## src/rtl/lrw_pkg.sv

```systemverilog
package lrw_pkg;

  typedef enum logic [4:0] {
    RK_NONE, RK_ID, RK_VER, RK_TPR, RK_APR, RK_PPR, RK_EOI, RK_RRD,
    RK_LDR, RK_DFR, RK_SVR, RK_ISR, RK_TMR, RK_IRR, RK_ESR,
    RK_CMDLO, RK_CMDHI, RK_LVT, RK_TINIT, RK_TCUR, RK_TDIV
  } rkind_e;

  typedef struct packed {
    rkind_e     kind;
    logic [2:0] idx;
  } rsel_t;

  localparam logic [31:0] VERSION_WORD = 32'h8005_0010;
  localparam logic [31:0] LVT_RESET    = 32'h0001_0000;
  localparam logic [31:0] SVR_RESET    = 32'h0000_00FF;
  localparam logic [31:0] DFR_RESET    = 32'hFFFF_FFFF;

  // Page offset (low two bits already cleared) to register kind.
  function automatic rsel_t lrw_decode(input logic [11:0] off);
    rsel_t s;
    s.kind = RK_NONE;
    s.idx  = off[6:4];
    if (off[3:2] == 2'b00) begin
      case (off[11:4]) inside
        8'h02: s.kind = RK_ID;
        8'h03: s.kind = RK_VER;
        8'h08: s.kind = RK_TPR;
        8'h09: s.kind = RK_APR;
        8'h0A: s.kind = RK_PPR;
        8'h0B: s.kind = RK_EOI;
        8'h0C: s.kind = RK_RRD;
        8'h0D: s.kind = RK_LDR;
        8'h0E: s.kind = RK_DFR;
        8'h0F: s.kind = RK_SVR;
        [8'h10:8'h17]: s.kind = RK_ISR;
        [8'h18:8'h1F]: s.kind = RK_TMR;
        [8'h20:8'h27]: s.kind = RK_IRR;
        8'h28: s.kind = RK_ESR;
        8'h30: s.kind = RK_CMDLO;
        8'h31: s.kind = RK_CMDHI;
        [8'h32:8'h37]: begin
          s.kind = RK_LVT;
          s.idx  = off[6:4] - 3'd2;
        end
        8'h38: s.kind = RK_TINIT;
        8'h39: s.kind = RK_TCUR;
        8'h3E: s.kind = RK_TDIV;
        default: s.kind = RK_NONE;
      endcase
    end
    return s;
  endfunction

  // Byte-lane extraction for a load.
  function automatic logic [31:0] lane_pick(input logic [31:0] word,
                                            input logic [1:0]  lane,
                                            input logic [2:0]  len);
    if (len == 3'd1) return {24'd0, word[8*lane +: 8]};
    return word;
  endfunction

endpackage

```

## src/rtl/lrw_base.sv

```systemverilog
module lrw_base #(
  parameter logic [31:0] BASE_RESET = 32'hFEE0_0000
) (
  input  logic        clk,
  input  logic        rst_n,
  input  logic        base_wr,
  input  logic [19:0] base_page,
  input  logic        base_en,
  output logic [19:0] page_q,
  output logic        en_q
);
  always_ff @(posedge clk) begin
    if (!rst_n) begin
      page_q <= BASE_RESET[31:12];
      en_q   <= 1'b1;
    end else if (base_wr) begin
      page_q <= base_page;
      en_q   <= base_en;
    end
  end
endmodule

```

## src/rtl/lrw_regs.sv

```systemverilog
module lrw_regs
  import lrw_pkg::*;
#(
  parameter int          NUM_LVT  = 6,
  parameter logic [31:0] ID_RESET = 32'd0
) (
  input  logic                      clk,
  input  logic                      rst_n,
  input  logic                      wr_en,
  input  rsel_t                     sel,
  input  logic [31:0]               wdata,
  output logic [31:0]               id_q,
  output logic [31:0]               tpr_q,
  output logic [31:0]               ldr_q,
  output logic [31:0]               dfr_q,
  output logic [31:0]               svr_q,
  output logic [31:0]               esr_q,
  output logic [31:0]               cmdlo_q,
  output logic [31:0]               cmdhi_q,
  output logic [NUM_LVT-1:0][31:0]  lvt_q,
  output logic [31:0]               tinit_q,
  output logic [31:0]               tcur_q,
  output logic [31:0]               tdiv_q
);
  always_ff @(posedge clk) begin
    if (!rst_n) begin
      id_q    <= ID_RESET;
      tpr_q   <= '0;
      ldr_q   <= '0;
      dfr_q   <= DFR_RESET;
      svr_q   <= SVR_RESET;
      esr_q   <= '0;
      cmdlo_q <= '0;
      cmdhi_q <= '0;
      tinit_q <= '0;
      tcur_q  <= '0;
      tdiv_q  <= '0;
    end else if (wr_en) begin
      case (sel.kind)
        RK_ID:    id_q    <= wdata;
        RK_TPR:   tpr_q   <= wdata;
        RK_LDR:   ldr_q   <= wdata;
        RK_DFR:   dfr_q   <= wdata;
        RK_SVR:   svr_q   <= wdata;
        RK_ESR:   esr_q   <= wdata;
        RK_CMDLO: cmdlo_q <= wdata;
        RK_CMDHI: cmdhi_q <= wdata;
        RK_TINIT: begin
          tinit_q <= wdata;
          tcur_q  <= wdata;
        end
        RK_TCUR:  tcur_q  <= wdata;
        RK_TDIV:  tdiv_q  <= wdata;
        default:  ;
      endcase
    end
  end

  for (genvar g = 0; g < NUM_LVT; g++) begin : g_lvt
    always_ff @(posedge clk) begin
      if (!rst_n)
        lvt_q[g] <= LVT_RESET;
      else if (wr_en && sel.kind == RK_LVT && sel.idx == 3'(g))
        lvt_q[g] <= wdata;
    end
  end
endmodule

```

## src/rtl/lrw_rdmux.sv

```systemverilog
module lrw_rdmux
  import lrw_pkg::*;
#(
  parameter int NUM_LVT   = 6,
  parameter int VEC_WORDS = 8,
  localparam int VEC_BITS = VEC_WORDS * 32
) (
  input  rsel_t                     sel,
  input  logic [31:0]               id_q,
  input  logic [31:0]               tpr_q,
  input  logic [31:0]               ldr_q,
  input  logic [31:0]               dfr_q,
  input  logic [31:0]               svr_q,
  input  logic [31:0]               esr_q,
  input  logic [31:0]               cmdlo_q,
  input  logic [31:0]               cmdhi_q,
  input  logic [NUM_LVT-1:0][31:0]  lvt_q,
  input  logic [31:0]               tinit_q,
  input  logic [31:0]               tcur_q,
  input  logic [31:0]               tdiv_q,
  input  logic [VEC_BITS-1:0]       irr_vec,
  input  logic [VEC_BITS-1:0]       isr_vec,
  input  logic [VEC_BITS-1:0]       trig_vec,
  input  logic [7:0]                arb_prio,
  input  logic [7:0]                proc_prio,
  output logic [31:0]               word
);
  logic idx_in_vec, idx_in_lvt;
  assign idx_in_vec = int'(sel.idx) < VEC_WORDS;
  assign idx_in_lvt = int'(sel.idx) < NUM_LVT;

  always_comb begin
    word = '0;
    case (sel.kind)
      RK_ID:    word = id_q;
      RK_VER:   word = VERSION_WORD;
      RK_TPR:   word = tpr_q;
      RK_APR:   word = {24'd0, arb_prio};
      RK_PPR:   word = {24'd0, proc_prio};
      RK_LDR:   word = ldr_q;
      RK_DFR:   word = dfr_q;
      RK_SVR:   word = svr_q;
      RK_ISR:   if (idx_in_vec) word = isr_vec[32*sel.idx +: 32];
      RK_TMR:   if (idx_in_vec) word = trig_vec[32*sel.idx +: 32];
      RK_IRR:   if (idx_in_vec) word = irr_vec[32*sel.idx +: 32];
      RK_ESR:   word = esr_q;
      RK_CMDLO: word = cmdlo_q;
      RK_CMDHI: word = cmdhi_q;
      RK_LVT:   if (idx_in_lvt) word = lvt_q[sel.idx];
      RK_TINIT: word = tinit_q;
      RK_TCUR:  word = tcur_q;
      RK_TDIV:  word = tdiv_q;
      default:  word = '0;
    endcase
  end
endmodule

```

## src/rtl/lrw_top.sv

```systemverilog
module lrw_top
  import lrw_pkg::*;
#(
  parameter logic [31:0] BASE_RESET = 32'hFEE0_0000,
  parameter logic [31:0] ID_RESET   = 32'd0,
  parameter int          NUM_LVT    = 6,
  parameter int          VEC_WORDS  = 8,
  localparam int         VEC_BITS   = VEC_WORDS * 32
) (
  input  logic                clk,
  input  logic                rst_n,
  input  logic                base_wr,
  input  logic [19:0]         base_page,
  input  logic                base_en,
  input  logic                req_valid,
  input  logic                req_write,
  input  logic [31:0]         req_addr,
  input  logic [2:0]          req_len,
  input  logic [31:0]         req_wdata,
  input  logic [VEC_BITS-1:0] irr_vec,
  input  logic [VEC_BITS-1:0] isr_vec,
  input  logic [VEC_BITS-1:0] trig_vec,
  input  logic [7:0]          arb_prio,
  input  logic [7:0]          proc_prio,
  output logic                rsp_valid,
  output logic                rsp_err,
  output logic [31:0]         rsp_rdata,
  output logic                eoi_pulse,
  output logic                cmd_send,
  output logic [63:0]         cmd_word,
  output logic [7:0]          tpr_o
);
  logic [19:0] page_q;
  logic        en_q;

  lrw_base #(.BASE_RESET(BASE_RESET)) u_base (
    .clk(clk), .rst_n(rst_n), .base_wr(base_wr), .base_page(base_page),
    .base_en(base_en), .page_q(page_q), .en_q(en_q)
  );

  // Named internal events used by the checker.
  logic  win_hit, acc_err, wr_go, rd_go;
  rsel_t sel;
  assign sel     = lrw_decode({req_addr[11:2], 2'b00});
  assign win_hit = req_valid && (req_addr[31:12] == page_q);
  assign acc_err = !en_q || (req_write ? (req_len != 3'd4)
                                       : !(req_len == 3'd1 || req_len == 3'd4));
  assign wr_go   = win_hit && req_write && !acc_err;
  assign rd_go   = win_hit && !req_write && !acc_err;

  logic [31:0] id_q, tpr_q, ldr_q, dfr_q, svr_q, esr_q;
  logic [31:0] cmdlo_q, cmdhi_q, tinit_q, tcur_q, tdiv_q;
  logic [NUM_LVT-1:0][31:0] lvt_q;
  logic [31:0] rd_word;

  lrw_regs #(.NUM_LVT(NUM_LVT), .ID_RESET(ID_RESET)) u_regs (
    .clk(clk), .rst_n(rst_n), .wr_en(wr_go), .sel(sel), .wdata(req_wdata),
    .id_q(id_q), .tpr_q(tpr_q), .ldr_q(ldr_q), .dfr_q(dfr_q), .svr_q(svr_q),
    .esr_q(esr_q), .cmdlo_q(cmdlo_q), .cmdhi_q(cmdhi_q), .lvt_q(lvt_q),
    .tinit_q(tinit_q), .tcur_q(tcur_q), .tdiv_q(tdiv_q)
  );

  lrw_rdmux #(.NUM_LVT(NUM_LVT), .VEC_WORDS(VEC_WORDS)) u_rdmux (
    .sel(sel), .id_q(id_q), .tpr_q(tpr_q), .ldr_q(ldr_q), .dfr_q(dfr_q),
    .svr_q(svr_q), .esr_q(esr_q), .cmdlo_q(cmdlo_q), .cmdhi_q(cmdhi_q),
    .lvt_q(lvt_q), .tinit_q(tinit_q), .tcur_q(tcur_q), .tdiv_q(tdiv_q),
    .irr_vec(irr_vec), .isr_vec(isr_vec), .trig_vec(trig_vec),
    .arb_prio(arb_prio), .proc_prio(proc_prio), .word(rd_word)
  );

  always_ff @(posedge clk) begin
    if (!rst_n) begin
      rsp_valid <= 1'b0;
      rsp_err   <= 1'b0;
      rsp_rdata <= '0;
      eoi_pulse <= 1'b0;
      cmd_send  <= 1'b0;
    end else begin
      rsp_valid <= win_hit;
      rsp_err   <= win_hit && acc_err;
      rsp_rdata <= rd_go ? lane_pick(rd_word, req_addr[1:0], req_len) : '0;
      eoi_pulse <= wr_go && (sel.kind == RK_EOI);
      cmd_send  <= wr_go && (sel.kind == RK_CMDLO);
    end
  end

  assign cmd_word = {cmdhi_q, cmdlo_q};
  assign tpr_o    = tpr_q[7:0];
endmodule

```

## config.mk

```make
export PLATFORM = sky130hd
export DESIGN_NAME = lrw_top
export DESIGN_NICKNAME = d
export VERILOG_FILES = /design/src/rtl/lrw_pkg.sv /design/src/rtl/lrw_base.sv /design/src/rtl/lrw_regs.sv /design/src/rtl/lrw_rdmux.sv /design/src/rtl/lrw_top.sv
export SDC_FILE = /design/constraint.sdc
export NUM_CORES = 2
export LEC_CHECK = 0
export BUFFER_PORTS_ARGS = -buffer_cell sky130_fd_sc_hd__buf_2
export CAP_MARGIN = 20
export CORE_AREA = 2 2 381 383
export CTS_BUF_LIST = sky130_fd_sc_hd__clkbuf_4 sky130_fd_sc_hd__clkbuf_8
export DETAILED_ROUTE_END_ITERATION = 10
export DIE_AREA = 0 0 383 385
export SYNTH_ARGS = -nofsm -noshare
export SYNTH_HDL_FRONTEND = slang
export SYNTH_SLANG_ARGS = --single-unit
```

## constraint.sdc

```tcl
create_clock -name clk -period 3.6 [get_ports clk]
set_input_delay 0.18 -clock clk [delete_from_list [all_inputs] [get_ports clk]]
set_output_delay 0.18 -clock clk [all_outputs]
set_load 0.02 [all_outputs]
```

==> impl_metrics.toml <==
[timing]
finalCritPeriodShare_pct = 98.8
skew_ps = 54.2
hold_violations = 0
tightest_slew_ps = 1360
relSlewSlack_pct = 9.34
rsz0062_at_grt = "no"
finalWorstPathRequiredPeriod_ps = 3560
slew_viol_final = 0
fmax_mhz = 281
finalSetupViolCount = 0

[setup_path]
cp.required_ps = 4240
path_cells = "buf_2, or4_4, buf_4, o41a_1, buf_4, nor3_2, buf_12, buf_4, a221o_1, a221oi_1, nand3_1, a21oi_1, buf_4, a31o_2, a221oi_2"
crit_path_start_kind = "primary input"
crit_type = "in2reg"
r2r_cells = 11
cp_common_cell = "buf_4"
path_buf_inv = 6
r2r_start = "u_base.page_q[12]"
max_stage_delay_ps = 800
cp-end-kind = "register"
cpLargestDelayFamily = "simple AND/OR/NAND/NOR gates"
ff2ff_setup_slack_ps = 320
crit_path_top_delay_cell = "nor3_2"
crit_fanout = 8
r2r-end = "u_regs.lvt_q[65]"
cp.arrival_ps = 4200

[synth]
yosys.area.top_type = "dfxtp_1"
synthAdderAreaFrac_pct = 0.0729
synth_seq_cells = 601
synth_top_family_by_area = "simple AND/OR/NAND/NOR gates"
syn_area_per_cell_um2 = 7.36
synth_top_cell_area_share_pct = 35.1
yosysMostFrequentCell = "nand2_1"
synth_top_cells_by_count = "nand2_1, dfxtp_1, a21boi_0, clkbuf_1, a21oi_1"
synth_nets = 5541
ys_seq_area_share_pct = 35.1
synth_edf_count = 0
synthXorXnorAreaFrac_pct = 0.536
syn_area_um2 = 34300
synth_compound_area_share_pct = 25.3
synth.mux.area_fraction_pct = 5.95
synth_simple_gate_area_share_pct = 26.6
ys_warn_count = 0
synth_flop_cell = "dfxtp_1"
synth_cell_types = 95
syn_inst = 4662
synth_area_leaders = "dfxtp_1, nand2_1, a21boi_0"
ys_async_sr_fraction_pct = 0

[finish]
nFillCells = 15400
final_net_count = 6843
utilization_pct = 34.3
area_growth_pct = 42.9
drive_above_1_share_pct = 31.4
layoutNonFillerInstCount = 8099

[detailed_routing]
routed_wl_um = 275000
wire_per_inst_um = 33.9
num_vias = 43500
via_per_inst = 5.37
ant_nets = 0
drtIter0Drc = 5653
dr.pass1.iters = 6
drc = 0

[power_and_ir_drop]
powerDensity_nw_per_um2 = 328
netSwitchingFraction_pct = 28.9
leakage_uw = 0.0196
p_comb_share_pct = 16.2
p_int_uw = 11400
seqPwrFrac_pct = 41.5
p_sw_uw = 4640
p_clk_share_pct = 42.2
vdd_drop_max_mv = 0.254

[clock_network]
clockRootBuffer = "clkbuf_8"
cts_tree = "done"
cts_made_buffers = 103
clk_latency_ps = 750
path_clk_slew_ps = 60
cts.sinks = 601
cts_htree_levels = 3
clockBufferDepth = 3

[placement]
io_buffers = 984
place.gp.congestion = 1.06
hpwl_um = 227000
dp_cells = 7681

[floorplanning]
num_rows = 139
fp.dieW_um = 383
die_area_um2 = 147000
pin_count = 985
core_um2 = 143000
die_h_um = 385
start_util_pct = 24.0

[global_route]
grt_max_degree = 279
antenna_found_initial = 172
grt_pass1_wl_um = 359000
overflow = 0
grt_usage_pct = 35.6
grt_pass1_vias = 41200

[worst_hold_path]
min_path_cells = 5
hp-start = "irr_vec[46]"
hold_class = "in2reg"
min_to = "rsp_rdata[14]"

[run]
maxCapViolCount = 0

[run_status]
status = "finished, final reports clean"
-- worst max-delay path by stage --
stage | from | to | slack, ps | depth (start not counted)
final | req_addr[9] | rsp_rdata[5] | 40 | 15
after global routing | req_addr[6] | rsp_rdata[2] | 2 | 19
after CTS | req_addr[9] | rsp_rdata[0] | 1 | 17
after detailed placement | req_addr[8] | rsp_rdata[4] | -1100 | 19
after global placement | req_addr[8] | rsp_rdata[4] | -1110 | 19
after floorplan | req_addr[6] | rsp_rdata[7] | 230 | 17
-- state kept, by name (all words and copies together) (netlist names), 20 cells and up --
signal and count:
u_regs.tpr_q 32, u_regs.cmdlo_q 32, u_regs.lvt_q 192, u_regs.tinit_q 32
u_regs.tcur_q 32, u_regs.dfr_q 32, u_regs.ldr_q 32, u_regs.esr_q 32
u_regs.svr_q 32, u_base.page_q 20, u_regs.id_q 32, u_regs.tdiv_q 32
u_regs.cmdhi_q 32, rsp_rdata 32
-- layer usage --
layer  global-route usage, %  wire length, um
met5                       0              390
met4                    27.6            23600
met3                    13.3            34200
met2                    53.7           118000
met1                    40.8            99000
-- cell type report --
type                            instances  area [um^2]  area share, %
Timing Repair Buffer                 1663        11600           23.7
Clock inverter                         21          183          0.373
Tap cell                             1903         2380           4.86
Inverter                               10         37.5         0.0766
Sequential cell                       601        12000           24.5
Antenna cell                          149          373          0.761
Multi-Input combinational cell       3585        20300           41.5
Clock buffer                          167         2050           4.18
-- repair_timing --
item                                   in CTS  in global routing
buffers inserted                            1                  0
setup endpoints to repair                   4                 14
resized for setup                           4                 20
hold buffers                               81                  0
endpoints found under the hold margin     550                  0
pin swaps                                   2                  4
-- stage by stage --
step | instance area, um^2 | hold slack (ps) | setup TNS [ps] | power (uW) | worst slack (ps)
global placement | 45500 | 394 | -73600 | 9290 | -1110
global route | 48900 | 62.4 | 0 | 16500 | 1.73
floorplan | 34300 | 308 | 0 | 7700 | 226
CTS | 48600 | 5.18 | 0 | 16000 | 1.15
finish | 49000 | 61.1 | 0 | 16100 | 41.5
detailed placement | 45500 | 402 | -75330 | 9280 | -1100
-- power groups by stage --
stage	logic [uW]	clock network, uW	registers [uW]
4_1_cts	2530	6840	6680
3_3_place_gp	2460	0	6820
2_1_floorplan	879	0	6820
3_5_place_dp	2450	0	6820
6_report	2610	6780	6680
5_1_grt	2660	7140	6670
-- cell families (layout without fill, tap and decap cells) --
group           count (synthesis)  in the layout
simple gates                 2205           2205
compound gates               1207           1207
flops                         601            601
buf+inv                       476           1861
mux                           150            150
xor+xnor                       21             21
fa+ha+maj                       2              2
other cells                     0            149
-- cell usage in the layout, fill, tap and decap left out, drive strengths merged, types with 8 or more instances in the layout --
master,netlist,layout
a211o,8,8
a22oi,46,46
mux2i,100,100
nand2b,17,17
o22ai,24,24
a221o,14,14
a22o,9,9
or3,11,11
clkbuf,269,167
o211ai,27,27
nor3,69,69
inv,10,12
mux2,8,8
or2,9,9
nand3,175,175
and3,11,11
o311ai,36,36
mux4,42,42
a211oi,73,73
a32oi,13,13
a31oi,30,30
dlygate4sd3,0,81
diode,0,149
a2111oi,9,9
xor2,14,14
a221oi,48,48
a21oi,188,188
a311oi,8,8
clkinv,0,12
or4,11,11
a222oi,20,20
a21boi,499,499
buf,197,1582
dfxtp,601,601
nor4,21,21
nand2,1630,1630
o21ai,96,96
nand4,27,27
nor2b,33,33
nor2,169,169
-- worst min-delay path: cells and delay by family --
family,cells,cell delay (ps)
compound gates,2,210
buf+inv,1,100
mux,1,120
simple gates,1,130
(Power assumes the default switching activity.)
